<file path="src/rtl/pgwr_pkg.sv">
package pgwr_pkg;
    typedef enum logic [0:0] {
        SEQ_IDLE = 1'b0,
        SEQ_PROG = 1'b1
    } seq_state_e;
endpackage

</file>
<file path="src/rtl/pgwr_page_buf.sv">
module pgwr_page_buf #(
    parameter int PAGE_W = 4,
    parameter int DATA_W = 8
) (
    input  logic              clk,
    input  logic              rst_n,
    input  logic              clr_i,
    input  logic              wr_i,
    input  logic [PAGE_W-1:0] wr_idx_i,
    input  logic [DATA_W-1:0] wr_data_i,
    input  logic [PAGE_W-1:0] rd_idx_i,
    output logic [DATA_W-1:0] rd_data_o,
    output logic              rd_vld_o,
    output logic              any_o
);
    localparam int SLOTS = 1 << PAGE_W;

    typedef struct packed {
        logic [SLOTS-1:0][DATA_W-1:0] data;
        logic [SLOTS-1:0]             mask;
    } buf_t;

    buf_t buf_d, buf_q;

    always_comb begin
        buf_d = buf_q;
        if (clr_i) begin
            buf_d.mask = '0;
        end
        if (wr_i) begin
            buf_d.data[wr_idx_i] = wr_data_i;
            buf_d.mask[wr_idx_i] = 1'b1;
        end
    end

    always_ff @(posedge clk or negedge rst_n) begin
        if (!rst_n) begin
            buf_q <= '0;
        end else begin
            buf_q <= buf_d;
        end
    end

    assign rd_data_o = buf_q.data[rd_idx_i];
    assign rd_vld_o  = buf_q.mask[rd_idx_i];
    assign any_o     = |buf_q.mask;

    // A stored byte lands in its slot and marks it valid
    assert_slot_written_R2: assert property (@(posedge clk) disable iff (!rst_n)
        wr_i |=> buf_q.mask[$past(wr_idx_i)] && (buf_q.data[$past(wr_idx_i)] == $past(wr_data_i)));

    // Clearing without a new byte leaves the buffer empty
    assert_clear_empties_R1: assert property (@(posedge clk) disable iff (!rst_n)
        (clr_i && !wr_i) |=> !any_o);
endmodule

</file>
<file path="src/rtl/pgwr_timer.sv">
module pgwr_timer #(
    parameter int TICKS = 64,
    parameter int CNT_W = 7
) (
    input  logic             clk,
    input  logic             rst_n,
    input  logic             start_i,
    output logic             busy_o,
    output logic             done_o,
    output logic [CNT_W-1:0] cnt_o
);
    localparam logic [CNT_W-1:0] LAST = CNT_W'(TICKS - 1);

    typedef struct packed {
        logic             busy;
        logic [CNT_W-1:0] cnt;
    } tmr_t;

    tmr_t tmr_d, tmr_q;

    always_comb begin
        tmr_d = tmr_q;
        if (tmr_q.busy) begin
            if (tmr_q.cnt == LAST) begin
                tmr_d.busy = 1'b0;
                tmr_d.cnt  = '0;
            end else begin
                tmr_d.cnt = tmr_q.cnt + 1'b1;
            end
        end else if (start_i) begin
            tmr_d.busy = 1'b1;
            tmr_d.cnt  = '0;
        end
    end

    always_ff @(posedge clk or negedge rst_n) begin
        if (!rst_n) begin
            tmr_q <= '0;
        end else begin
            tmr_q <= tmr_d;
        end
    end

    assign busy_o = tmr_q.busy;
    assign cnt_o  = tmr_q.cnt;
    assign done_o = tmr_q.busy && (tmr_q.cnt == LAST);

    assert_start_raises_busy_R5: assert property (@(posedge clk) disable iff (!rst_n)
        (start_i && !busy_o) |=> busy_o);

    assert_done_drops_busy_R9: assert property (@(posedge clk) disable iff (!rst_n)
        done_o |=> !busy_o);
endmodule

</file>
<file path="src/rtl/pgwr_commit.sv">
module pgwr_commit #(
    parameter int ADDR_W = 10,
    parameter int PAGE_W = 4,
    parameter int DATA_W = 8,
    parameter int CNT_W  = 7
) (
    input  logic                     busy_i,
    input  logic [CNT_W-1:0]         cnt_i,
    input  logic [ADDR_W-PAGE_W-1:0] base_i,
    input  logic [DATA_W-1:0]        slot_data_i,
    input  logic                     slot_vld_i,
    output logic [PAGE_W-1:0]        slot_idx_o,
    output logic                     we_o,
    output logic [ADDR_W-1:0]        addr_o,
    output logic [DATA_W-1:0]        data_o
);
    localparam int SLOTS = 1 << PAGE_W;
    localparam logic [CNT_W-1:0] SCAN_END = CNT_W'(SLOTS);

    logic in_scan;

    always_comb begin
        in_scan    = busy_i && (cnt_i < SCAN_END);
        slot_idx_o = cnt_i[PAGE_W-1:0];
        we_o       = in_scan && slot_vld_i;
        addr_o     = {base_i, slot_idx_o};
        data_o     = slot_data_i;
    end
endmodule

</file>
<file path="src/rtl/pgwr_sequencer.sv">
module pgwr_sequencer #(
    parameter int ADDR_W   = 10,
    parameter int PAGE_W   = 4,
    parameter int DATA_W   = 8,
    parameter int WR_TICKS = 64
) (
    input  logic              clk,
    input  logic              rst_n,
    input  logic              load_addr_i,
    input  logic [ADDR_W-1:0] start_addr_i,
    input  logic              byte_vld_i,
    input  logic [DATA_W-1:0] byte_data_i,
    input  logic              stop_i,
    input  logic              wp_i,
    output logic              mem_we_o,
    output logic [ADDR_W-1:0] mem_addr_o,
    output logic [DATA_W-1:0] mem_wdata_o,
    output logic              busy_o,
    output logic [ADDR_W-1:0] ptr_o
);
    import pgwr_pkg::*;

    localparam int SLOTS      = 1 << PAGE_W;
    localparam int BASE_W     = ADDR_W - PAGE_W;
    localparam int PROG_TICKS = (WR_TICKS < SLOTS) ? SLOTS : WR_TICKS;
    localparam int CNT_W      = $clog2(PROG_TICKS) + 1;

    typedef struct packed {
        seq_state_e         state;
        logic [BASE_W-1:0]  base;
        logic [PAGE_W-1:0]  off;
        logic [PAGE_W-1:0]  last_off;
        logic [ADDR_W-1:0]  ptr;
    } seq_t;

    seq_t st_d, st_q;

    logic              buf_clr, buf_wr, buf_any, slot_vld;
    logic [DATA_W-1:0] slot_data;
    logic [PAGE_W-1:0] slot_idx;
    logic              tmr_start, tmr_busy, tmr_done;
    logic [CNT_W-1:0]  tmr_cnt;

    always_comb begin
        st_d      = st_q;
        buf_clr   = 1'b0;
        buf_wr    = 1'b0;
        tmr_start = 1'b0;
        case (st_q.state)
            SEQ_IDLE: begin
                if (load_addr_i) begin
                    st_d.base = start_addr_i[ADDR_W-1:PAGE_W];
                    st_d.off  = start_addr_i[PAGE_W-1:0];
                    st_d.ptr  = start_addr_i;
                    buf_clr   = 1'b1;
                end else if (byte_vld_i) begin
                    buf_wr        = 1'b1;
                    st_d.last_off = st_q.off;
                    st_d.off      = st_q.off + 1'b1;
                end else if (stop_i) begin
                    if (buf_any && !wp_i) begin
                        st_d.state = SEQ_PROG;
                        tmr_start  = 1'b1;
                    end else begin
                        buf_clr = 1'b1;
                    end
                end
            end
            SEQ_PROG: begin
                if (tmr_done) begin
                    st_d.state = SEQ_IDLE;
                    st_d.ptr   = {st_q.base, st_q.last_off};
                    buf_clr    = 1'b1;
                end
            end
            default: st_d.state = SEQ_IDLE;
        endcase
    end

    always_ff @(posedge clk or negedge rst_n) begin
        if (!rst_n) begin
            st_q <= '{state: SEQ_IDLE, base: '0, off: '0, last_off: '0, ptr: '0};
        end else begin
            st_q <= st_d;
        end
    end

    pgwr_page_buf #(.PAGE_W(PAGE_W), .DATA_W(DATA_W)) u_buf (
        .clk       (clk),
        .rst_n     (rst_n),
        .clr_i     (buf_clr),
        .wr_i      (buf_wr),
        .wr_idx_i  (st_q.off),
        .wr_data_i (byte_data_i),
        .rd_idx_i  (slot_idx),
        .rd_data_o (slot_data),
        .rd_vld_o  (slot_vld),
        .any_o     (buf_any)
    );

    pgwr_timer #(.TICKS(PROG_TICKS), .CNT_W(CNT_W)) u_tmr (
        .clk     (clk),
        .rst_n   (rst_n),
        .start_i (tmr_start),
        .busy_o  (tmr_busy),
        .done_o  (tmr_done),
        .cnt_o   (tmr_cnt)
    );

    pgwr_commit #(.ADDR_W(ADDR_W), .PAGE_W(PAGE_W), .DATA_W(DATA_W), .CNT_W(CNT_W)) u_commit (
        .busy_i      (tmr_busy),
        .cnt_i       (tmr_cnt),
        .base_i      (st_q.base),
        .slot_data_i (slot_data),
        .slot_vld_i  (slot_vld),
        .slot_idx_o  (slot_idx),
        .we_o        (mem_we_o),
        .addr_o      (mem_addr_o),
        .data_o      (mem_wdata_o)
    );

    assign busy_o = tmr_busy;
    assign ptr_o  = st_q.ptr;

    // Strobes during the busy interval leave page state and pointer alone
    assert_frozen_while_busy_R6: assert property (@(posedge clk) disable iff (!rst_n)
        (busy_o && !tmr_done) |=> $stable(st_q.base) && $stable(st_q.last_off) && $stable(ptr_o));

    // A protected stop never opens a programming interval
    assert_wp_blocks_cycle_R7: assert property (@(posedge clk) disable iff (!rst_n)
        (!busy_o && stop_i && wp_i && !load_addr_i && !byte_vld_i) |=> !busy_o);

    // A stop with nothing buffered opens no interval
    assert_empty_stop_idle_R8: assert property (@(posedge clk) disable iff (!rst_n)
        (!busy_o && stop_i && !buf_any && !load_addr_i && !byte_vld_i) |=> !busy_o);

    // After the interval the buffer is empty and the sequencer idle
    assert_commit_drains_R9: assert property (@(posedge clk) disable iff (!rst_n)
        $fell(busy_o) |-> (!buf_any && st_q.state == SEQ_IDLE));
endmodule

</file>
<file path="config.mk">
export PLATFORM = sky130hd
export DESIGN_NAME = pgwr_sequencer
export DESIGN_NICKNAME = d
export VERILOG_FILES = /design/src/rtl/pgwr_pkg.sv /design/src/rtl/pgwr_page_buf.sv /design/src/rtl/pgwr_timer.sv /design/src/rtl/pgwr_commit.sv /design/src/rtl/pgwr_sequencer.sv
export SDC_FILE = /design/constraint.sdc
export NUM_CORES = 1
export LEC_CHECK = 0
export ABC_AREA = 1
export BUFFER_PORTS_ARGS = -buffer_cell sky130_fd_sc_hd__buf_2
export CORE_ASPECT_RATIO = 0.9
export CORE_MARGIN = 5
export CORE_UTILIZATION = 65
export DETAILED_ROUTE_END_ITERATION = 6
export PLACE_DENSITY = 0.94
export SYNTH_ARGS = -nofsm -noshare
export SYNTH_HDL_FRONTEND = slang
export SYNTH_SLANG_ARGS = --single-unit
</file>
<file path="constraint.sdc">
create_clock -name clk -period 2.56 [get_ports clk]
set_clock_uncertainty 0.1 [all_clocks]
set_input_delay 0.512 -clock clk [delete_from_list [all_inputs] [get_ports clk]]
set_output_delay 0.512 -clock clk [all_outputs]
set_load 0.1 [all_outputs]
</file>
# Yosys cells after proc, flatten, opt, wreduce, memory -nomap -nowiden

Cells that the tools add are included.

Output and inout port bits: 30
Input port bits: 24
Register bits after elaboration: 177

Mux-type cells: 36
Equality and inequality tests: 3
Add/sub/neg operators: 2
Bitwise logic cells: 3
Reductions and logical operators: 13
Magnitude comparators: 4

Operators by type and width:

| kind                                                               | number |
|---|---|
| bitwise mux 128 bit                                                | 1 |
| 2-to-1 mux 8 bit                                                   | 5 |
| binary-select mux 8 bit (select 4 bit)                             | 1 |
| demux 8 bit (select 4 bit)                                         | 1 |
| 2-to-1 mux 16 bit                                                  | 2 |
| 2-to-1 mux 10 bit                                                  | 2 |
| one-hot mux 10 bit (2 select lines)                                | 1 |
| 2-to-1 mux 1 bit                                                   | 17 |
| bitwise OR 16 bit                                                  | 1 |
| OR reduction 16 bit                                                | 1 |
| less-than comparator 4 x 5 -> 1 bit (second input constant)        | 2 |
| adder 7 x 1 -> 7 bit (second input constant)                       | 1 |
| == test 7 x 6 -> 1 bit (second input constant)                     | 1 |
| less-than comparator 7 x 5 -> 1 bit (second input constant)        | 1 |
| 2-to-1 mux 7 bit                                                   | 1 |
| AND reduction 2 bit                                                | 3 |
| logical AND 1 bit                                                  | 5 |
| adder 4 x 1 -> 4 bit (second input constant)                       | 1 |
| binary-select mux 1 bit (select 4 bit)                             | 1 |
| demux 1 bit (select 4 bit)                                         | 1 |
| greater-or-equal comparator 4 x 1 -> 1 bit (second input constant) | 1 |
| 2-to-1 mux 4 bit                                                   | 1 |
| one-hot mux 1 bit (2 select lines)                                 | 2 |
| nonzero test 2 bit                                                 | 2 |
| other kinds (5)                                                    | 6 |

# Longest topological paths before layout

Gate-level depths: netlist of the first run.

Word-level depth: 10
Depth in mapped cells: 9

# Hierarchy

A second synthesis of the first run with hierarchy kept.

Cell total of the unflattened synthesis: 1165
Area, all modules: 8904.8 µm²

Modules (own cells, without submodules):

| module         | sequential area each (µm²) | times used | area each (µm²) | cells each |
|---|---|---|---|---|
| pgwr_page_buf  | 3603.5                     | 1          | 6949.2          | 927 |
| pgwr_sequencer | 625.6                      | 1          | 1320.0          | 156 |
| pgwr_timer     | 200.2                      | 1          | 446.7           | 54 |
| pgwr_commit    | 0.0                        | 1          | 188.9           | 28 |

# Worst setup path after synthesis of the first run

No wires, ideal clock.

Kind: reg-to-output
From: register u_tmr.tmr_q (netlist bit u_tmr.busy_o)
To: output mem_we_o
Cell stages (with the launch flop): 4
Setup slack: -0.846 ns
Required time: 1.948 ns
Data arrival time: 2.794 ns
Cell sequence: dfrtp_1 -> clkbuf_1 -> nand3_1 -> a21oi_1

Longest elaborated chain between the ends: 2

RTL lines:

| element                  | line                 | RTL |
|---|---|---|
| start: declaration       | pgwr_timer.sv:19     | `tmr_t tmr_d, tmr_q;` |
| start signal: assignment | pgwr_timer.sv:40     | `tmr_q <= tmr_d;` |
| logical AND 1 bit        | pgwr_commit.sv:23    | `in_scan = busy_i && (cnt_i < SCAN_END);` |
| logical AND 1 bit        | pgwr_commit.sv:25    | `we_o = in_scan && slot_vld_i;` |
| end: declaration         | pgwr_sequencer.sv:15 | `output logic mem_we_o,` |

No other way between the ends.

# Worst setup path after layout of the first run

From: register u_tmr.tmr_q (netlist bit u_tmr.cnt_o[0])
To: output mem_we_o

Longest elaborated chain between the ends: 3
Elaborated cells between the ends (all ways): 5
Classes of those cells: order compare (1); mux (2); reduce/logical (2)

RTL lines:

| element                                                                                       | line |
|---|---|
| less-than comparator 7 x 5 -> 1 bit or binary-select mux 1 bit (select 4 bit) (tied branches) | pgwr_commit.sv:23, pgwr_page_buf.sv:45 |
| logical AND 1 bit or 2-to-1 mux 1 bit (tied branches)                                         | pgwr_commit.sv:23, pgwr_page_buf.sv:45 |
| logical AND 1 bit *                                                                           | pgwr_commit.sv:25 |

Mark *: on every way between the ends. The rest lies on a longest branch, timed or not. The select of a mux whose other input is x is not followed.

==> flow_summary.json, run 1 <==
{
  "status": "complete, but fails checks",
  "failed_checks": "DRC, setup timing",
  "swShare_pct": 23.3,
  "drc_errors": 48,
  "period_minus_slack_ns": 2.80,
  "power_switching_mw": 1.29,
  "firstDrtPassIters": 7,
  "die_w_um": 130,
  "cp_data_arrival_time_ns": 2.19,
  "critical-path-max-stage-delay_ns": 0.51,
  "top_level_ports": 54,
  "max_freq_mhz": 357,
  "routed-via-count": 8292,
  "clock_path_buffers": 2,
  "vdd.ir_drop.worst_uv": 491,
  "syn_avg_cell_area_um2": 8.52,
  "power_frac_comb_pct": 3.0,
  "final-hold-violation-count": 0,
  "final_layout_size_suffix_gt1_share_pct": 17.8,
  "yosys_warnings": 0,
  "synth_sequential_area_ratio_pct": 52.9,
  "layout.core_utilization_pct": 79.1,
  "cp_data_required_time_ns": 1.95,
  "place.port_buffers": 53,
  "rsz0062_at_grt": "true",
  "synth.area.top_cells": "dfrtp_1 (53%), o21ai_0 (12%), nand2_1 (9.6%)",
  "critical_path_class": "register to output port",
  "postLayoutCellArea_um2": 10000,
  "cp-start-kind": "register",
  "number_of_antenna_repair_diodes": 0,
  "groute.usage.overall_pct": 37.3,
  "postRouteAntennaNets": 0,
  "tritoncts.num_buffers": 17,
  "numClockSinks": 177,
  "syn_area_um2": 8370,
  "flip_flop_and_latch_count_after_synthesis": 177,
  "place.detailed.hpwl_um": 12900,
  "share_clk_of_total_power_pct": 46.3,
  "grt_pass1_vias": 8268,
  "placeableCoreArea_um2": 12600,
  "cp_cell_sequence": "inv_8 -> buf_4 -> nand2_1 -> nand2_1 -> nand2_1 -> nand3_1 -> nand3_2 -> a21oi_4 -> buf_12",
  "slowest_stage": "dfrtp_2",
  "max_cap_violations": 0,
  "floorplan.die_area_um2": 15300,
  "timing.hold.ws_ns": 0.219,
  "timing.critical_path.fanout_max": 8,
  "syn_inst": 983,
  "sum_of_routed_wire_length_over_all_layers_um": 28800,
  "multi_input_comb_area_um2": 3540,
  "wire_length_of_the_first_global_routing_pass_um": 43900,
  "area_taken_by_flip_flops_and_latches_um2": 4430,
  "power_leakage_nw": 4.74,
  "gp_congestion": 0.871,
  "tritoncts": "built",
  "cpMostUsedCell": "nand2_1",
  "grt_antenna_before_repair": 0,
  "setup_total_negative_slack_ns": -1.50,
  "clkSlewWorstSetupHoldPaths_ns": 0.06,
  "number_of_nets_in_the_final_layout": 1045,
  "grt_max_degree": 59,
  "synth.distinct_cells": 33,
  "maxSlewViolCount": 0,
  "n_fill_cell": 691,
  "slew_headroom_pct": 49.4,
  "initial_utilization_pct": 66.3,
  "timing.hold.worst.class": "input pin to register",
  "floorplan.die.height_um": 118,
  "routedWlPerCell_um": 24.1,
  "cts-htree-levels": 4,
  "clk_latency_ns": 0.44,
  "worst-path-buf-inv": 3,
  "synth_top_area_share_pct": 52.9,
  "power.density_cell_area_nw_per_um2": 555,
  "synth_largest_area_cell": "dfrtp_1",
  "detail_route.vias_per_cell": 6.95,
  "synth_fp_nets": 1012,
  "std_cell_rows": 39,
  "period_utilisation_layout_pct": 109,
  "timing.final.ws_setup_ns": -0.242,
  "cts-root-buf": "clkbuf_16",
  "placedInstanceArea_um2": 8770,
  "power.total_mw": 5.55,
  "worst-slew-pin-transition_ns": 0.758,
  "cpLargestDelayFamily": "buffers and inverters",
  "kind_of_end_point_of_the_critical_path": "output port",
  "report.final.setup_viol": 9,
  "flow.area_growth_from_synthesis_pct": 19.4,
  "sequentialPowerShare_pct": 50.7,
  "cell_internal_power_mw": 4.26,
  "drt_first_iter_violations": 1607,
  "globalRouteOverflowTotal": 0
}
power groups by stage:
stage	clock network, mW	logic, mW	registers (mW)
after floorplan	0	0.0624	2.86
after global placement	0	0.154	2.87
after detailed placement	0	0.158	2.87
after CTS	2.54	0.161	2.82
after global routing	2.68	0.186	2.82
final	2.57	0.168	2.82
layout make-up:
type                            instances  share of cell area, %
Multi-Input combinational cell        695                   35.4
Timing Repair inverter                  1                 0.0625
Tap cell                              164                   2.05
Clock inverter                         11                   1.04
Sequential cell                       177                   44.3
Timing Repair Buffer                   95                   11.3
Inverter                               29                   1.19
Clock buffer                           21                   4.70
per-stage QoR:
step                      worst slack (ns)  std cells
after global placement               0.265       1135
after CTS                          -0.0675       1191
after floorplan                     0.0194        983
final                               -0.242       1193
after detailed placement            0.0923       1135
after global routing                -0.275       1193
synthesized netlist by cell type (all sizes together):
| cell | n |
|---|---|
| a21oi | 3 |
| a22oi | 1 |
| a31oi | 2 |
| buf | 46 |
| clkbuf | 36 |
| clkinv | 1 |
| dfrtp | 177 |
| ha | 5 |
| inv | 28 |
| mux2 | 5 |
| mux2i | 9 |
| nand2 | 222 |
| nand3 | 60 |
| nand4 | 1 |
| nor2 | 130 |
| nor3 | 2 |
| o211ai | 32 |
| o21ai | 217 |
| o21bai | 1 |
| xor2 | 5 |
cell usage in the layout (no fill, tap or decap), drive strengths merged, types with 9 or more instances in the layout:
cell and instances:
buf 91, clkbuf 22, dfrtp 177, inv 31
mux2i 9, nand2 222, nand3 60, nor2 130
o211ai 32, o21ai 217
what timing repair did:
item,CTS,global route
setup buffers,12,2
endpoints found under the hold margin,37,0
hold buffers,1,0
resized for setup,53,22
endpoints found under the setup margin,10,10
cloned,11,1
pin swaps,16,21
state kept, by name, summed over array words and instances, names as in the netlist:
| name | cells |
|---|---|
| u_tmr.cnt_o | 7 |
| st_q | 15 |
| u_tmr.busy_o | 1 |
| ptr_o | 10 |
| u_buf.buf_q | 144 |
path summary, 6_finish.rpt:
check                                             from                          end  slack, ns  cells after the start
min in group asynchronous                        rst_n  u_buf.buf_q[94]$_DFFE_PN0P_       0.45                      2
max in group asynchronous                        rst_n   u_tmr.cnt_o[0]$_DFFE_PN0P_       1.09                      3
min                                    start_addr_i[7]         st_q[21]$_DFFE_PN0P_       0.22                      2
max reg2reg                 u_tmr.cnt_o[0]$_DFFE_PN0P_    u_buf.buf_q[13]$_DFF_PN0_       0.09                     10
min reg2reg                u_buf.buf_q[38]$_DFFE_PN0P_  u_buf.buf_q[38]$_DFFE_PN0P_       0.38                      2
max                         u_tmr.cnt_o[0]$_DFFE_PN0P_                     mem_we_o      -0.24                      9
metal layers:
metal | vias to the layer above | GRT usage (%) | routed length (µm)
met5 | - | 0 | 0
met4 | 0 | 27.1 | 2630
met3 | 312 | 12.9 | 4120
met2 | 884 | 54.7 | 12700
met1 | 3770 | 45.4 | 9320
li1 | 3326 | - | -
logic make-up (layout without fill, tap and decap cells):
family | after synthesis | after routing | share of synthesized area (%)
XOR/XNOR | 5 | 5 | 0.523
AO/OA/AOI/OAI | 256 | 256 | 16.4
AND/OR/NAND/NOR | 415 | 415 | 21.2
adder cells (fa/ha/maj) | 5 | 5 | 0.747
multiplexers | 14 | 14 | 1.75
buffers and inverters | 111 | 157 | 6.50
flip-flops | 177 | 177 | 52.9
No activity file was read; power rests on OpenSTA's default activity.
==> inputs of run 2 (changes only) <==
- BUFFER_PORTS_ARGS: -buffer_cell sky130_fd_sc_hd__buf_2 -> not set
- DONT_BUFFER_PORTS: not set -> 1
- PLACE_DENSITY: 0.94 -> 0.9
==> flow_summary.json, run 2 (synthesis results as in run 1) <==
{
  "kind_of_end_point_of_the_critical_path": "output port",
  "reg2regPathDepth": 10,
  "layout_commonest_cell": "nand2_1",
  "tritoncts.num_buffers": 17,
  "flip_flop_count_of_the_largest_register_all_copies_and_words_added": 144,
  "commonest_non_fill_non_tap_cells_in_the_layout": "nand2_1 (205), dfrtp_1 (174), o21ai_0 (171)",
  "groute.usage.overall_pct": 32.4,
  "max_cap_violations": 0,
  "maxSlewViolCount": 0,
  "clock_path_buffers": 2,
  "status": "complete, but fails checks",
  "worst-slew-pin-transition_ns": 0.943,
  "cp-start-kind": "register",
  "std_cell_rows": 39,
  "period_minus_slack_ns": 2.70,
  "routedWlPerCell_um": 22.7,
  "grt_pass1_vias": 7374,
  "clk_latency_ns": 0.45,
  "initial_utilization_pct": 66.3,
  "sequentialPowerShare_pct": 52.9,
  "vdd.ir_drop.worst_uv": 484,
  "numClockSinks": 177,
  "number_of_nets_in_the_final_layout": 1011,
  "postRouteAntennaNets": 0,
  "swShare_pct": 21.9,
  "critical_path_class": "register to output port",
  "top_level_ports": 54,
  "worst-path-buf-inv": 5,
  "flow.area_growth_from_synthesis_pct": 15.5,
  "power.density_cell_area_nw_per_um2": 550,
  "floorplan.die_area_um2": 15300,
  "regMostFlops": "u_buf.buf_q",
  "placeableCoreArea_um2": 12600,
  "drc_errors": 1,
  "timing.hold.ws_ns": -0.336,
  "cpMostUsedCell": "buf_12",
  "sum_of_routed_wire_length_over_all_layers_um": 26300,
  "cts-htree-levels": 4,
  "slew_headroom_pct": 37.1,
  "timing.hold.worst.class": "input pin to async pin",
  "clkSlewWorstSetupHoldPaths_ns": 0.06,
  "timing.critical_path.fanout_max": 8,
  "power_leakage_nw": 4.49,
  "rsz0062_at_grt": "true",
  "firstDrtPassIters": 7,
  "final-hold-violation-count": 177,
  "routed-via-count": 7905,
  "layout.core_utilization_pct": 76.5,
  "crit_cells": 11,
  "power_switching_mw": 1.17,
  "drt_first_iter_violations": 1510,
  "cp_data_required_time_ns": 1.95,
  "period_utilisation_layout_pct": 106,
  "cp_data_arrival_time_ns": 2.09,
  "tritoncts": "built",
  "gp_congestion": 0.819,
  "globalRouteOverflowTotal": 0,
  "floorplan.die.height_um": 118,
  "wire_length_of_the_first_global_routing_pass_um": 38500,
  "critical-path-max-stage-delay_ns": 0.44,
  "failed_checks": "DRC, hold timing, setup timing",
  "cpLargestDelayFamily": "buffers and inverters",
  "cp_cell_sequence": "clkinv_4 -> buf_6 -> buf_12 -> buf_12 -> nor2_4 -> nor2_1 -> o21ai_1 -> o211ai_1 -> nand3_1 -> nand2_2 -> buf_12",
  "place.port_buffers": 0,
  "grt_antenna_before_repair": 1,
  "die_w_um": 130,
  "report.final.setup_viol": 9,
  "dpl_worst_slack_ns": 0.210,
  "share_clk_of_total_power_pct": 45.6,
  "detail_route.vias_per_cell": 6.82,
  "power_frac_comb_pct": 1.5,
  "max_freq_mhz": 370,
  "timing.final.ws_setup_ns": -0.145,
  "slowest_stage": "dfrtp_2",
  "place.detailed.hpwl_um": 13000,
  "final_layout_size_suffix_gt1_share_pct": 15.2,
  "cell_internal_power_mw": 4.16,
  "cts-root-buf": "clkbuf_16",
  "grt_max_degree": 178
}
[run 2: cell count changes in the layout (fill, tap and decap cells not counted), sizes merged]
cell	before	now
clkinvlp	4	1
dlygate4sd3	1	0
inv	31	27
buf	91	59
clkbuf	22	29
bufbuf	2	0
o21ai	217	218
bufinv	1	0
diode	0	1
[run 2: stage by stage]
stage,total power [mW],instances,setup TNS (ns),instance area (µm²),hold slack [ns]
after floorplan,2.93,983,0,8390,0.116
after global placement,2.94,1108,0,8620,0.124
after detailed placement,2.94,1108,0,8620,0.122
after CTS,5.27,1155,-0.275,9450,-0.334
after global routing,5.44,1159,-1.50,9670,-0.350
final,5.33,1159,-0.735,9670,-0.336
[run 2: power by group through the flow]
stage               combinational (mW)  clock, mW  sequential (mW)
global placement                0.0683          0             2.87
global route                    0.0848       2.54             2.82
CTS                             0.0708       2.38             2.82
detailed placement              0.0708          0             2.87
floorplan                       0.0624          0             2.86
finish                          0.0790       2.43             2.82
[run 2: worst reg2reg max path, delay by kind of cell (launching register included)]
kind / cells / cell delay, ns
AO/OA/AOI/OAI: 1 / 0.14
AND/OR/NAND/NOR: 6 / 0.82
buffers and inverters: 2 / 0.46
flip-flops: 1 / 0.52
adder cells (fa/ha/maj): 1 / 0.26
[run 2: routing by layer]
metal / vias up / wire length, µm / track usage, %
met4: 0 / 2070 / 19.7
li1: 3251 / - / -
met2: 735 / 11900 / 49.0
met3: 223 / 3280 / 10.3
met5: - / 0 / 0
met1: 3696 / 9040 / 40.5
[run 2: area by class of cell]
type                            count  area, µm²
Clock buffer                       27        503
Timing Repair Buffer               61        787
Tap cell                          164        205
Inverter                           29        116
Sequential cell                   177       4440
Clock inverter                      4       26.3
Multi-Input combinational cell    696       3600
Fill cell                         740       2960
Antenna cell                        1       2.50
[run 2: repair_timing]
action,CTS,global route
cloned,5,3
pin swaps,15,28
gates resized for setup,36,65
setup endpoints to repair,9,25
setup buffers,12,4
endpoints found under the hold margin,177,177
[run 2: final timing paths]
kind                                             start                     endpoint  slack [ns]
hold / removal                                   rst_n  u_buf.buf_q[38]$_DFFE_PN0P_       -0.34
setup / recovery            u_tmr.cnt_o[0]$_DFFE_PN0P_               mem_wdata_o[7]       -0.14
hold reg to reg            u_buf.buf_q[96]$_DFFE_PN0P_  u_buf.buf_q[96]$_DFFE_PN0P_        0.39
max in group asynchronous                        rst_n  u_buf.buf_q[42]$_DFFE_PN0P_        2.36
setup reg to reg            u_tmr.cnt_o[1]$_DFFE_PN0P_     u_buf.buf_q[0]$_DFF_PN0_        0.13
min in group clk                       start_addr_i[7]         st_q[21]$_DFFE_PN0P_        0.11
